<file path="src/rtl/fwu_pkg.sv">
package fwu_pkg;

    typedef enum logic [3:0] {
        S_IDLE,
        S_STX,
        S_WAIT_HDR,
        S_SZ_LO,
        S_SZ_HI,
        S_DATA,
        S_CRC_LO,
        S_CRC_HI,
        S_CHECK,
        S_DONE,
        S_FINISHED,
        S_NAK,
        S_DRAIN,
        S_HALT
    } fwu_state_e;

    localparam logic [7:0] B_STX  = 8'h02;
    localparam logic [7:0] B_NAK  = 8'h15;
    localparam logic [7:0] B_MARK = 8'hAA;
    localparam logic [7:0] B_CLR  = 8'hCE;

    // one byte through a 16-bit CRC register, MSB first
    function automatic logic [15:0] crc16_byte(input logic [15:0] crc_in,
                                               input logic [7:0]  din,
                                               input logic [15:0] poly);
        logic [15:0] c;
        c = crc_in ^ {din, 8'h00};
        for (int b = 0; b < 8; b++) begin
            c = c[15] ? ((c << 1) ^ poly) : (c << 1);
        end
        return c;
    endfunction

endpackage

</file>
<file path="src/rtl/fwu_tick_timer.sv">
module fwu_tick_timer #(
    parameter int CNT_W = 16
) (
    input  logic             clk,
    input  logic             rst_n,
    input  logic             clr,
    input  logic             tick,
    output logic [CNT_W-1:0] cnt
);

    always_ff @(posedge clk or negedge rst_n) begin
        if (!rst_n)
            cnt <= '0;
        else if (clr)
            cnt <= '0;
        else if (tick)
            cnt <= cnt + 1'b1;
    end

endmodule

</file>
<file path="src/rtl/fwu_crc16.sv">
module fwu_crc16
    import fwu_pkg::*;
#(
    parameter logic [15:0] POLY = 16'h1021,
    parameter logic [15:0] SEED = 16'hFFFF
) (
    input  logic        clk,
    input  logic        rst_n,
    input  logic        init,
    input  logic        en,
    input  logic [7:0]  din,
    output logic [15:0] crc
);

    logic [15:0] crc_nxt;

    always_comb crc_nxt = crc16_byte(crc, din, POLY);

    always_ff @(posedge clk or negedge rst_n) begin
        if (!rst_n)
            crc <= SEED;
        else if (init)
            crc <= SEED;
        else if (en)
            crc <= crc_nxt;
    end

endmodule

</file>
<file path="src/rtl/fwu_upload_rx.sv">
module fwu_upload_rx
    import fwu_pkg::*;
#(
    parameter int          ADDR_W     = 15,
    parameter int          CNT_W      = 16,
    parameter int          FIRST_MS   = 350,
    parameter int          GAP_MS     = 20,
    parameter int          SILENCE_MS = 100,
    parameter logic [15:0] MAX_SIZE   = 16'h7F00
) (
    input  logic              clk,
    input  logic              rst_n,
    input  logic              strap_n,
    input  logic              sel_n,
    input  logic              tick_ms,
    input  logic              rx_valid,
    input  logic [7:0]        rx_data,
    output logic              tx_valid,
    output logic [7:0]        tx_data,
    output logic              mem_we,
    output logic [ADDR_W-1:0] mem_addr,
    output logic [7:0]        mem_wdata,
    output logic              done
);

    localparam logic [CNT_W-1:0] FIRST_LIM   = CNT_W'(FIRST_MS - 1);
    localparam logic [CNT_W-1:0] GAP_LIM     = CNT_W'(GAP_MS - 1);
    localparam logic [CNT_W-1:0] SILENCE_LIM = CNT_W'(SILENCE_MS - 1);
    localparam int MAX_A  = (FIRST_MS > GAP_MS) ? FIRST_MS : GAP_MS;
    localparam int MAX_MS = (MAX_A > SILENCE_MS) ? MAX_A : SILENCE_MS;
    localparam logic [15:0] MIN_SIZE = 16'd3;

    fwu_state_e        state, nxt;
    logic [15:0]       size_q;
    logic [ADDR_W-1:0] idx_q;
    logic [7:0]        crc_lo_q;
    logic [7:0]        crc_hi_q;
    logic              nak_pend;
    logic [CNT_W-1:0]  tmr_cnt;
    logic [CNT_W-1:0]  lim;
    logic              timed;
    logic              tmr_clr;
    logic              tmo;
    logic [15:0]       crc_calc;
    logic [15:0]       data_len;
    logic              last_data;
    logic [15:0]       size_full;
    logic              size_bad;
    logic              active;

    // ---------------- timeout selection ----------------
    always_comb begin
        lim   = GAP_LIM;
        timed = 1'b1;
        unique case (state)
            S_WAIT_HDR:                                  lim = FIRST_LIM;
            S_DRAIN:                                     lim = SILENCE_LIM;
            S_SZ_LO, S_SZ_HI, S_DATA, S_CRC_LO, S_CRC_HI: lim = GAP_LIM;
            default:                                     timed = 1'b0;
        endcase
    end

    assign tmr_clr = rx_valid || !timed;
    assign tmo     = tick_ms && !rx_valid && (tmr_cnt == lim);

    fwu_tick_timer #(.CNT_W(CNT_W)) i_timer (
        .clk   (clk),
        .rst_n (rst_n),
        .clr   (tmr_clr),
        .tick  (tick_ms),
        .cnt   (tmr_cnt)
    );

    fwu_crc16 #(.POLY(16'h1021), .SEED(16'hFFFF)) i_crc (
        .clk   (clk),
        .rst_n (rst_n),
        .init  (state == S_STX),
        .en    (state == S_DATA && rx_valid),
        .din   (rx_data),
        .crc   (crc_calc)
    );

    // ---------------- frame bookkeeping ----------------
    assign data_len  = size_q - 16'd2;
    assign last_data = (16'(idx_q) == data_len - 16'd1);
    assign size_full = {rx_data, size_q[7:0]};
    assign size_bad  = (size_full > MAX_SIZE) || (size_full < MIN_SIZE);
    assign active    = !(state == S_IDLE || state == S_FINISHED || state == S_HALT);

    // ---------------- next state ----------------
    always_comb begin
        nxt = state;
        if (active && sel_n) begin
            nxt = S_HALT;
        end else begin
            unique case (state)
                S_IDLE:     if (!sel_n && !strap_n) nxt = S_STX;
                S_STX:      nxt = S_WAIT_HDR;
                S_WAIT_HDR: begin
                    if (rx_valid) begin
                        if (rx_data == B_MARK)
                            nxt = S_SZ_LO;
                        else if (!(rx_data == B_CLR && nak_pend))
                            nxt = S_NAK;
                    end else if (tmo) begin
                        nxt = S_NAK;
                    end
                end
                S_SZ_LO:    if (rx_valid) nxt = S_SZ_HI;
                            else if (tmo) nxt = S_NAK;
                S_SZ_HI:    if (rx_valid) nxt = size_bad ? S_NAK : S_DATA;
                            else if (tmo) nxt = S_NAK;
                S_DATA:     if (rx_valid && last_data) nxt = S_CRC_LO;
                            else if (!rx_valid && tmo) nxt = S_NAK;
                S_CRC_LO:   if (rx_valid) nxt = S_CRC_HI;
                            else if (tmo) nxt = S_NAK;
                S_CRC_HI:   if (rx_valid) nxt = S_CHECK;
                            else if (tmo) nxt = S_NAK;
                S_CHECK:    nxt = (crc_calc == {crc_hi_q, crc_lo_q}) ? S_DONE : S_NAK;
                S_DONE:     nxt = S_FINISHED;
                S_NAK:      nxt = S_DRAIN;
                S_DRAIN:    if (rx_valid && rx_data == B_CLR) nxt = S_STX;
                            else if (tmo) nxt = S_STX;
                S_FINISHED: nxt = S_FINISHED;
                S_HALT:     nxt = S_HALT;
                default:    nxt = S_IDLE;
            endcase
        end
    end

    // ---------------- state register and frame registers ----------------
    always_ff @(posedge clk or negedge rst_n) begin
        if (!rst_n) begin
            state    <= S_IDLE;
            size_q   <= '0;
            idx_q    <= '0;
            crc_lo_q <= '0;
            crc_hi_q <= '0;
            nak_pend <= 1'b0;
        end else begin
            state <= nxt;
            if (state == S_SZ_LO && rx_valid)
                size_q[7:0] <= rx_data;
            if (state == S_SZ_HI && rx_valid) begin
                size_q[15:8] <= rx_data;
                idx_q        <= '0;
            end
            if (state == S_DATA && rx_valid)
                idx_q <= idx_q + 1'b1;
            if (state == S_CRC_LO && rx_valid)
                crc_lo_q <= rx_data;
            if (state == S_CRC_HI && rx_valid)
                crc_hi_q <= rx_data;
            if (state == S_NAK)
                nak_pend <= 1'b1;
            else if (state == S_WAIT_HDR && rx_valid)
                nak_pend <= 1'b0;
            else if (state == S_DRAIN && rx_valid && rx_data == B_CLR)
                nak_pend <= 1'b0;
        end
    end

    // ---------------- outputs ----------------
    always_comb begin
        tx_valid  = 1'b0;
        tx_data   = 8'h00;
        done      = 1'b0;
        mem_we    = 1'b0;
        mem_addr  = idx_q;
        mem_wdata = rx_data;
        unique case (state)
            S_STX:   begin tx_valid = 1'b1; tx_data = B_STX; end
            S_NAK:   begin tx_valid = 1'b1; tx_data = B_NAK; end
            S_DONE:  done = 1'b1;
            S_DATA:  mem_we = rx_valid && !sel_n;
            default: ;
        endcase
    end

    // ---------------- assertions ----------------

    tx_code_chk: assert property (@(posedge clk) disable iff (!rst_n)
        tx_valid |-> (tx_data == B_STX || tx_data == B_NAK));


    mem_bound_chk: assert property (@(posedge clk) disable iff (!rst_n)
        mem_we |-> (16'(mem_addr) < size_q - 16'd2));


    done_single_chk: assert property (@(posedge clk) disable iff (!rst_n)
        done |=> (!done && !tx_valid && !mem_we));


    nak_then_quiet_chk: assert property (@(posedge clk) disable iff (!rst_n)
        (tx_valid && tx_data == B_NAK) |=> (!tx_valid && !mem_we && !done));


    tmr_bound_chk: assert property (@(posedge clk) disable iff (!rst_n)
        (32'(tmr_cnt) <= MAX_MS));


    halt_quiet_chk: assert property (@(posedge clk) disable iff (!rst_n)
        (sel_n && active) |=> (!tx_valid && !mem_we && !done));

endmodule

</file>
<file path="config.mk">
export PLATFORM = sky130hd
export DESIGN_NAME = fwu_upload_rx
export DESIGN_NICKNAME = d
export VERILOG_FILES = /design/src/rtl/fwu_pkg.sv /design/src/rtl/fwu_tick_timer.sv /design/src/rtl/fwu_crc16.sv /design/src/rtl/fwu_upload_rx.sv
export SDC_FILE = /design/constraint.sdc
export NUM_CORES = 1
export LEC_CHECK = 0
export BUFFER_PORTS_ARGS = -buffer_cell sky130_fd_sc_hd__buf_2
export CAP_MARGIN = 0
export CORE_UTILIZATION = 45
export CTS_CLUSTER_DIAMETER = 40
export DETAILED_ROUTE_END_ITERATION = 16
export GPL_TIMING_DRIVEN = 0
export PLACE_DENSITY_LB_ADDON = 0.25
export SETUP_SLACK_MARGIN = 0.02
export SYNTH_ARGS = -nofsm -noshare
export SYNTH_HDL_FRONTEND = slang
export SYNTH_SLANG_ARGS = --single-unit
</file>
<file path="constraint.sdc">
create_clock -name clk -period 3.6 [get_ports clk]
set_input_delay 0.36 -clock clk [delete_from_list [all_inputs] [get_ports clk]]
set_output_delay 0.36 -clock clk [all_outputs]
set_load 0.02 [all_outputs]
</file>
-- Word-level counts from Yosys, hierarchy flattened
Index checks and enable logic that the tools add are counted.
- register bits after elaboration: 84
- bits of input ports: 14
- output and inout port bits: 34
- word-level logic and storage cells: 121
- $add $sub $neg: 4
- order comparisons: 2
- eq/ne operators: 22
- mux-type cells: 40
- bitwise gates (word level): 9
- reduce and logical (&&, ||, !) cells: 35
- operator list (cell ; number):
    $mux 13 ; 8
    $mux 16 ; 4
    $mux 4 ; 15
    $pmux 4 s13 ; 1
    $eq 16x16->1 ; 2
    $mux 15 ; 2
    $eq 4x4->1 const B ; 6
    $not 3->3 ; 8
    $pmux 9 s2 ; 1
    $logic_and 1x1->1 ; 17
    $add 16x1->16 const B ; 1
    $eq 15x16->1 ; 1
    $eq 4x3->1 const B ; 4
    $eq 8x8->1 const B ; 2
    $gt 16x15->1 const B ; 1
    $lt 16x2->1 const B ; 1
    $sub 16x1->16 const B ; 1
    $sub 16x2->16 const B ; 1
    $xor 16x16->16 ; 1
    $add 15x1->15 const B ; 1
    $pmux 5 s2 ; 1
    $eq 4x2->1 const B ; 2
    $mux 1 ; 7
    $reduce_or 7->1 ; 1
    other kinds (13) ; 23

-- Longest topological paths before layout
- depth in word-level cells: 19
- gate-level depth with buffers: 10
- gate-level depth less buffers: 10

-- Hierarchy
From an unflattened synthesis, not the netlist that was laid out.
- cell total of the unflattened synthesis: 573
- area total of the unflattened synthesis: 5596.6 um2
- modules (own cells, without submodules) (module ; instances ; cells an instance ; area an instance (um2) ; seq. area each (um2)):
    fwu_upload_rx ; 1 ; 411 ; 3686.0 ; 1301.2
    fwu_crc16 ; 1 ; 80 ; 1038.5 ; 420.4
    fwu_tick_timer ; 1 ; 82 ; 872.1 ; 400.4

-- Least setup slack after synthesis
No wires, ideal clock.
- path type: reg2reg
- start point: register size_q[4]
- end point: register state[3]
- library setup time: 0.077 ns
- arrival time: 2.432 ns
- required time: 3.523 ns
- path slack: 1.091 ns
- cell stages (with the launch flop): 9
- buffers on the path: 1
- period minus slack after synthesis: 2.509 ns
- cell sequence: dfrtp_1 -> buf_6 -> or4_4 -> or4_4 -> o31a_1 -> nor4_1 -> o21ai_1 -> o21bai_1 -> a21oi_1
- longest elaborated chain between the ends: 7
- elaborated cells between the ends (all ways): 14
- those cells by class: 2 x add/sub; 2 x order compare; 2 x eq/ne; 5 x mux; 3 x reduce/logical
- RTL lines (item ; line ; RTL):
    start, declared ; fwu_upload_rx.sv:34 ; logic [15:0] size_q;
    start signal, assigned ; fwu_upload_rx.sv:143 ; size_q[7:0] <= rx_data;
    $sub 16x2->16 ; fwu_upload_rx.sv:84 ; assign data_len = size_q - 16'd2;
    $sub 16x1->16 ; fwu_upload_rx.sv:85 ; assign last_data = (16'(idx_q) == data_len - 16'd1);
    $eq 15x16->1 ; fwu_upload_rx.sv:85 ;
    $logic_and 1x1->1 ; fwu_upload_rx.sv:113 ; S_DATA: if (rx_valid && last_data) nxt = S_CRC_LO;
    $mux 4 ; fwu_upload_rx.sv:113 ;
    $pmux 4 s13 ; fwu_upload_rx.sv:96 ; unique case (state)
    $mux 4 ; fwu_upload_rx.sv:93 ; if (active && sel_n) begin
    end signal, assigned ; fwu_upload_rx.sv:141 ; state <= nxt;
    end, declared ; fwu_upload_rx.sv:33 ; fwu_state_e state, nxt;
Parallel ways exist; a longest one is shown, timed or not.
A chain may end at the register's enable or synchronous reset.

-- Worst setup path after layout
- start point: register state[3]
- end point: output tx_valid
- longest elaborated chain between the ends: 3
- elaborated cells between the ends (all ways): 4
- those cells by class: 2 x eq/ne; 1 x mux; 1 x reduce/logical
- RTL lines (item ; line ; RTL):
    $eq 4x4->1 or $eq 4x1->1 (tied branches) ; fwu_upload_rx.sv:171 ; unique case (state)
    $reduce_or 2->1 (no source line) (*) ; -- ;
    $mux 1 (*) ; fwu_upload_rx.sv:171 ;
    end, declared ; fwu_upload_rx.sv:18 ; output logic tx_valid,
Every way passes the cells marked *; elsewhere a longest branch is shown, timed or not.

==> results.md <==
Global route:
- Entering global routing, the biggest net connects between 60 and 70 pins.
- The via count of the first global-routing pass is between 4000 and 5000.
- The number of antenna violations at the first check in global routing was 0.
- Global routing used 23.1% of the available tracks.
- The first-pass GRT wire length is about 21 mm.
- Global routing finished with a remaining overflow of 0.

Route:
- The per-cell routed wire length is roughly 17 um.
- In the routed design, unresolved DRC markers number 0.
- The post-detailed-routing wire length is roughly 12 mm.
- In this run, the number of DRC markers left after iteration 0 of detailed routing was 251.
- The count of nets left with antenna violations once routing finished came out at 0.
- The via count normalized by instance count is roughly 5.6.
- Across all layers, the routed design uses ~4200 vias.
- The total iterations of the first detailed-routing run is 5.

Clocking:
- Clock tree synthesis inserted a total of 9 buffers.
- The CTS root buffer is sky130_fd_sc_hd__clkbuf_16.
- TritonCTS built the clock tree.
- Clock latency on the worst-skew pair, taken at its later pin, is approximately 350 ps.
- Clock-pin slew was measured on the worst setup and hold paths at about 60 ps.
- The buffer count from post-CTS setup fixing is 0.
- Clock tree synthesis found a total of 84 sinks.
- The maximum buffer depth of the clock tree is 2.
- The H-tree level count is 3.

Pwr:
- The relative contribution of combinational cells to total power is 42.7%.
- Of the total power, the share spent switching nets is slightly below 40%.
- The worst ir drop on vdd is ~0.45 mV.
- Dividing total power by cell area gives a power density of between 700 and 800 nW/um^2.
- Per report_power, the clock group accounts for around 23% of the total.
- The leakage dissipation is around 2.4 nW.
- Registers are responsible for between 30% and 40% of the overall power.
- The internal power of the cells totals 2.82 mW.
- The total net switching power is ~1.8 mW.

Timing:
- The final-layout setup total negative slack is 0 ps.
- For the pin with the worst max-slew slack, the measured transition is roughly 1100 ps.
- Timing would allow up to approximately 330 MHz.
- The number of hold violations in the final report is 0.
- Across the routed clock network, the largest skew measured is roughly 7.3 ps.
- Setup repair after global routing left no endpoint under its margin.
- The final number of max-transition violations was 0.
- Setup violations remaining at the end of the flow were counted as 0.
- The smallest clock period supported by the final layout is computed as 3020 ps.
- The final cycle utilization of the critical path is a little over four fifths.
- Hold timing on the final database bottoms out at a slack of roughly 340 ps.
- Headroom to the max-slew limit came out at between 20% and 30%.

Synth:
- Yosys mapped a number of flops with a built-in enable equal to 0.
- The biggest area contributor in the post-synthesis netlist is sky130_fd_sc_hd__dfrtp_1.
- Counting flops with an async set or reset pin after synthesis yields a share of 100%.
- The synthesized instance count is between 500 and 600.
- The count of distinct cell types in the synthesized netlist is 60.
- By area the synthesized netlist is led by sky130_fd_sc_hd__dfrtp_1 (33%), sky130_fd_sc_hd__xnor2_1 (9.6%), sky130_fd_sc_hd__dfstp_2 (8.3%), sky130_fd_sc_hd__mux2_2 (4.9%), sky130_fd_sc_hd__nand2_1 (4.7%).
- The flip-flop cell with the highest count after synthesis is sky130_fd_sc_hd__dfrtp_1.
- Sequential elements use 41.7% of the synthesized area.
- The synthesized netlist occupies a cell area of approximately 5100 sq um.
- In this run the mean area of a mapped cell was slightly above 9 sq um.
- In this run, synthesis produced a sequential element count of 84.
- The commonest cells after synthesis are sky130_fd_sc_hd__dfrtp_1 (68), sky130_fd_sc_hd__nand2_1 (64), sky130_fd_sc_hd__xnor2_1 (56), sky130_fd_sc_hd__nor2_1 (40), sky130_fd_sc_hd__clkbuf_1 (29).
- The number of synthesis warnings is 0.
- By instance count, the leading cell after synthesis is sky130_fd_sc_hd__dfrtp_1.
- The share of the synthesized area in the top cell type is about a third.

Worst setup path:
- The type of destination of the critical path is an output port.
- At the worst endpoint, the required time is about 3200 ps.
- The maximum fanout encountered on the critical timing path is 10.
- In this design, the stage delay of the slowest critical-path cell is 680 ps.
- Walking the worst path, the cells encountered are clkbuf_1 -> clkbuf_1 -> nor3_2 -> clkbuf_1 -> or2_2 -> buf_2.
- The type of the worst setup path is reg2out.
- STA classifies the critical path startpoint as a register.
- The slowest stage of the critical path is the sky130_fd_sc_hd__nor3_2 cell.
- The most numerous cell type found on the critical path is sky130_fd_sc_hd__clkbuf_1.
- Data on the critical path arrives at its endpoint at approximately 2700 ps.

Floorplanning:
- Pin placement for this block handled 48 I/O pins.
- The die extent in x is between 100 and 150 um.
- The standard cell core area is 10900 sq um.
- The floorplan step set the die height to approximately 110 um.
- For this configuration, the core starts out at a cell density of a little under half.
- The floorplan step defined a die boundary enclosing roughly 12000 sq um.
- The number of rows in the core area is 38.

Layout:
- The number of nets in the layout is around 620.
- 0 antenna diodes ended up in the layout.
- The share of layout cells above drive strength 1 is between 10% and 20%.
- Relative to the synthesized area, the layout overhead comes to 14.6%.

Flow run:
- The total of max-cap violations is 0.

Placement:
- The wire-length estimate of the detail-placed layout is 9.07 mm.
- Port buffering added 35 buffers.
- The final weighted congestion in routability-driven placement is slightly above 0.8.

Min path:
- The worst hold path belongs to the class in2reg.

Run status:
- The flow ran to the end, and the final reports show no timing, DRC or antenna violations.
## registers in the layout, summed over array words and instances (netlist names)
signal and flops:
size_q 16, crc_hi_q 8, i_timer.cnt 16, i_crc.crc 16, nak_pend 1, state 4
crc_lo_q 8, mem_addr 15
## layout make-up
| cell class | count | area [sq um] |
|---|---|---|
| Fill cell | 1021 | 5110 |
| Multi-Input combinational cell | 415 | 2710 |
| Sequential cell | 84 | 2120 |
| Clock buffer | 11 | 253 |
| Buffer | 45 | 230 |
| Timing Repair Buffer | 37 | 215 |
| Tap cell | 140 | 175 |
| Clock inverter | 5 | 83.8 |
| Inverter | 9 | 33.8 |
## metal layers
layer / vias up / track usage, % / routed length (um)
met5: - / 0 / 0
li1: 2015 / - / -
met4: 0 / 9.65 / 280
met3: 26 / 4.58 / 545
met2: 116 / 35.3 / 5790
met1: 2042 / 31.8 / 5870
## worst max-delay path: cells and delay by family, from the launching register on
kind,cells,cell delay (ps)
buffers and inverters,4,1080
AND/OR/NAND/NOR,2,880
flip-flops,1,350
## final timing paths
| path | slack [ps] | endpoint | startpoint | cells after the start |
|---|---|---|---|---|
| setup / recovery | 580 | tx_valid | state[3] | 6 |
| hold / removal | 340 | i_timer.cnt[0] | tick_ms | 3 |
| setup reg to reg | 690 | state[0] | size_q[0] | 9 |
| hold reg to reg | 530 | crc_lo_q[2] | crc_lo_q[2] | 1 |
| max in group asynchronous | 2500 | i_crc.crc[11] | rst_n | 3 |
| min in group asynchronous | 450 | state[3] | rst_n | 2 |
## per-stage QoR
step	util, %	cell area [sq um]	total power [mW]	cells	worst slack (ps)
after floorplan	-	5090	3.09	553	1090
after global placement	49.8	5450	3.48	728	555
after detailed placement	50.1	5480	3.54	729	554
after CTS	53.2	5820	4.59	746	162
after global routing	53.3	5830	4.88	746	372
final	53.3	5830	4.59	746	579
## power by group through the flow
stage               logic [mW]  clock network (mW)  registers (mW)
floorplan                 1.54                   0            1.54
global placement          1.89                   0            1.59
detailed placement        1.94                   0            1.60
CTS                       1.95                1.06            1.59
global route              2.15                1.10            1.63
finish                    1.96                1.04            1.59
## cells in the final DEF (no fill, tap or decap), types with 15 or more instances in the layout
| cell | instances |
|---|---|
| sky130_fd_sc_hd__buf_4 | 15 |
| sky130_fd_sc_hd__nand3_1 | 28 |
| sky130_fd_sc_hd__buf_2 | 34 |
| sky130_fd_sc_hd__dfrtp_1 | 68 |
| sky130_fd_sc_hd__clkbuf_1 | 29 |
| sky130_fd_sc_hd__xnor2_1 | 56 |
| sky130_fd_sc_hd__a21oi_1 | 17 |
| sky130_fd_sc_hd__xor2_1 | 25 |
| sky130_fd_sc_hd__nor3_1 | 20 |
| sky130_fd_sc_hd__mux2_2 | 22 |
| sky130_fd_sc_hd__o21ai_0 | 21 |
| sky130_fd_sc_hd__nor2_1 | 40 |
| sky130_fd_sc_hd__nand2_1 | 64 |
| sky130_fd_sc_hd__dfstp_2 | 16 |
## kinds of logic after synthesis
logic type | synth area share [%]
AND/OR/NAND/NOR | 22.5
flip-flops | 41.7
XOR/XNOR | 14.0
AO/OA/AOI/OAI | 9.85
buffers and inverters | 5.19
multiplexers | 5.66
adder cells (fa/ha/maj) | 0.985
other | 0.0738
## timing repair
action                     CTS  global route
hold buffers                 1             0
resized for setup            0             1
setup endpoints to repair    0             1
hold endpoints to repair    21             0
Note: power is estimated with default switching activity, not from simulation.
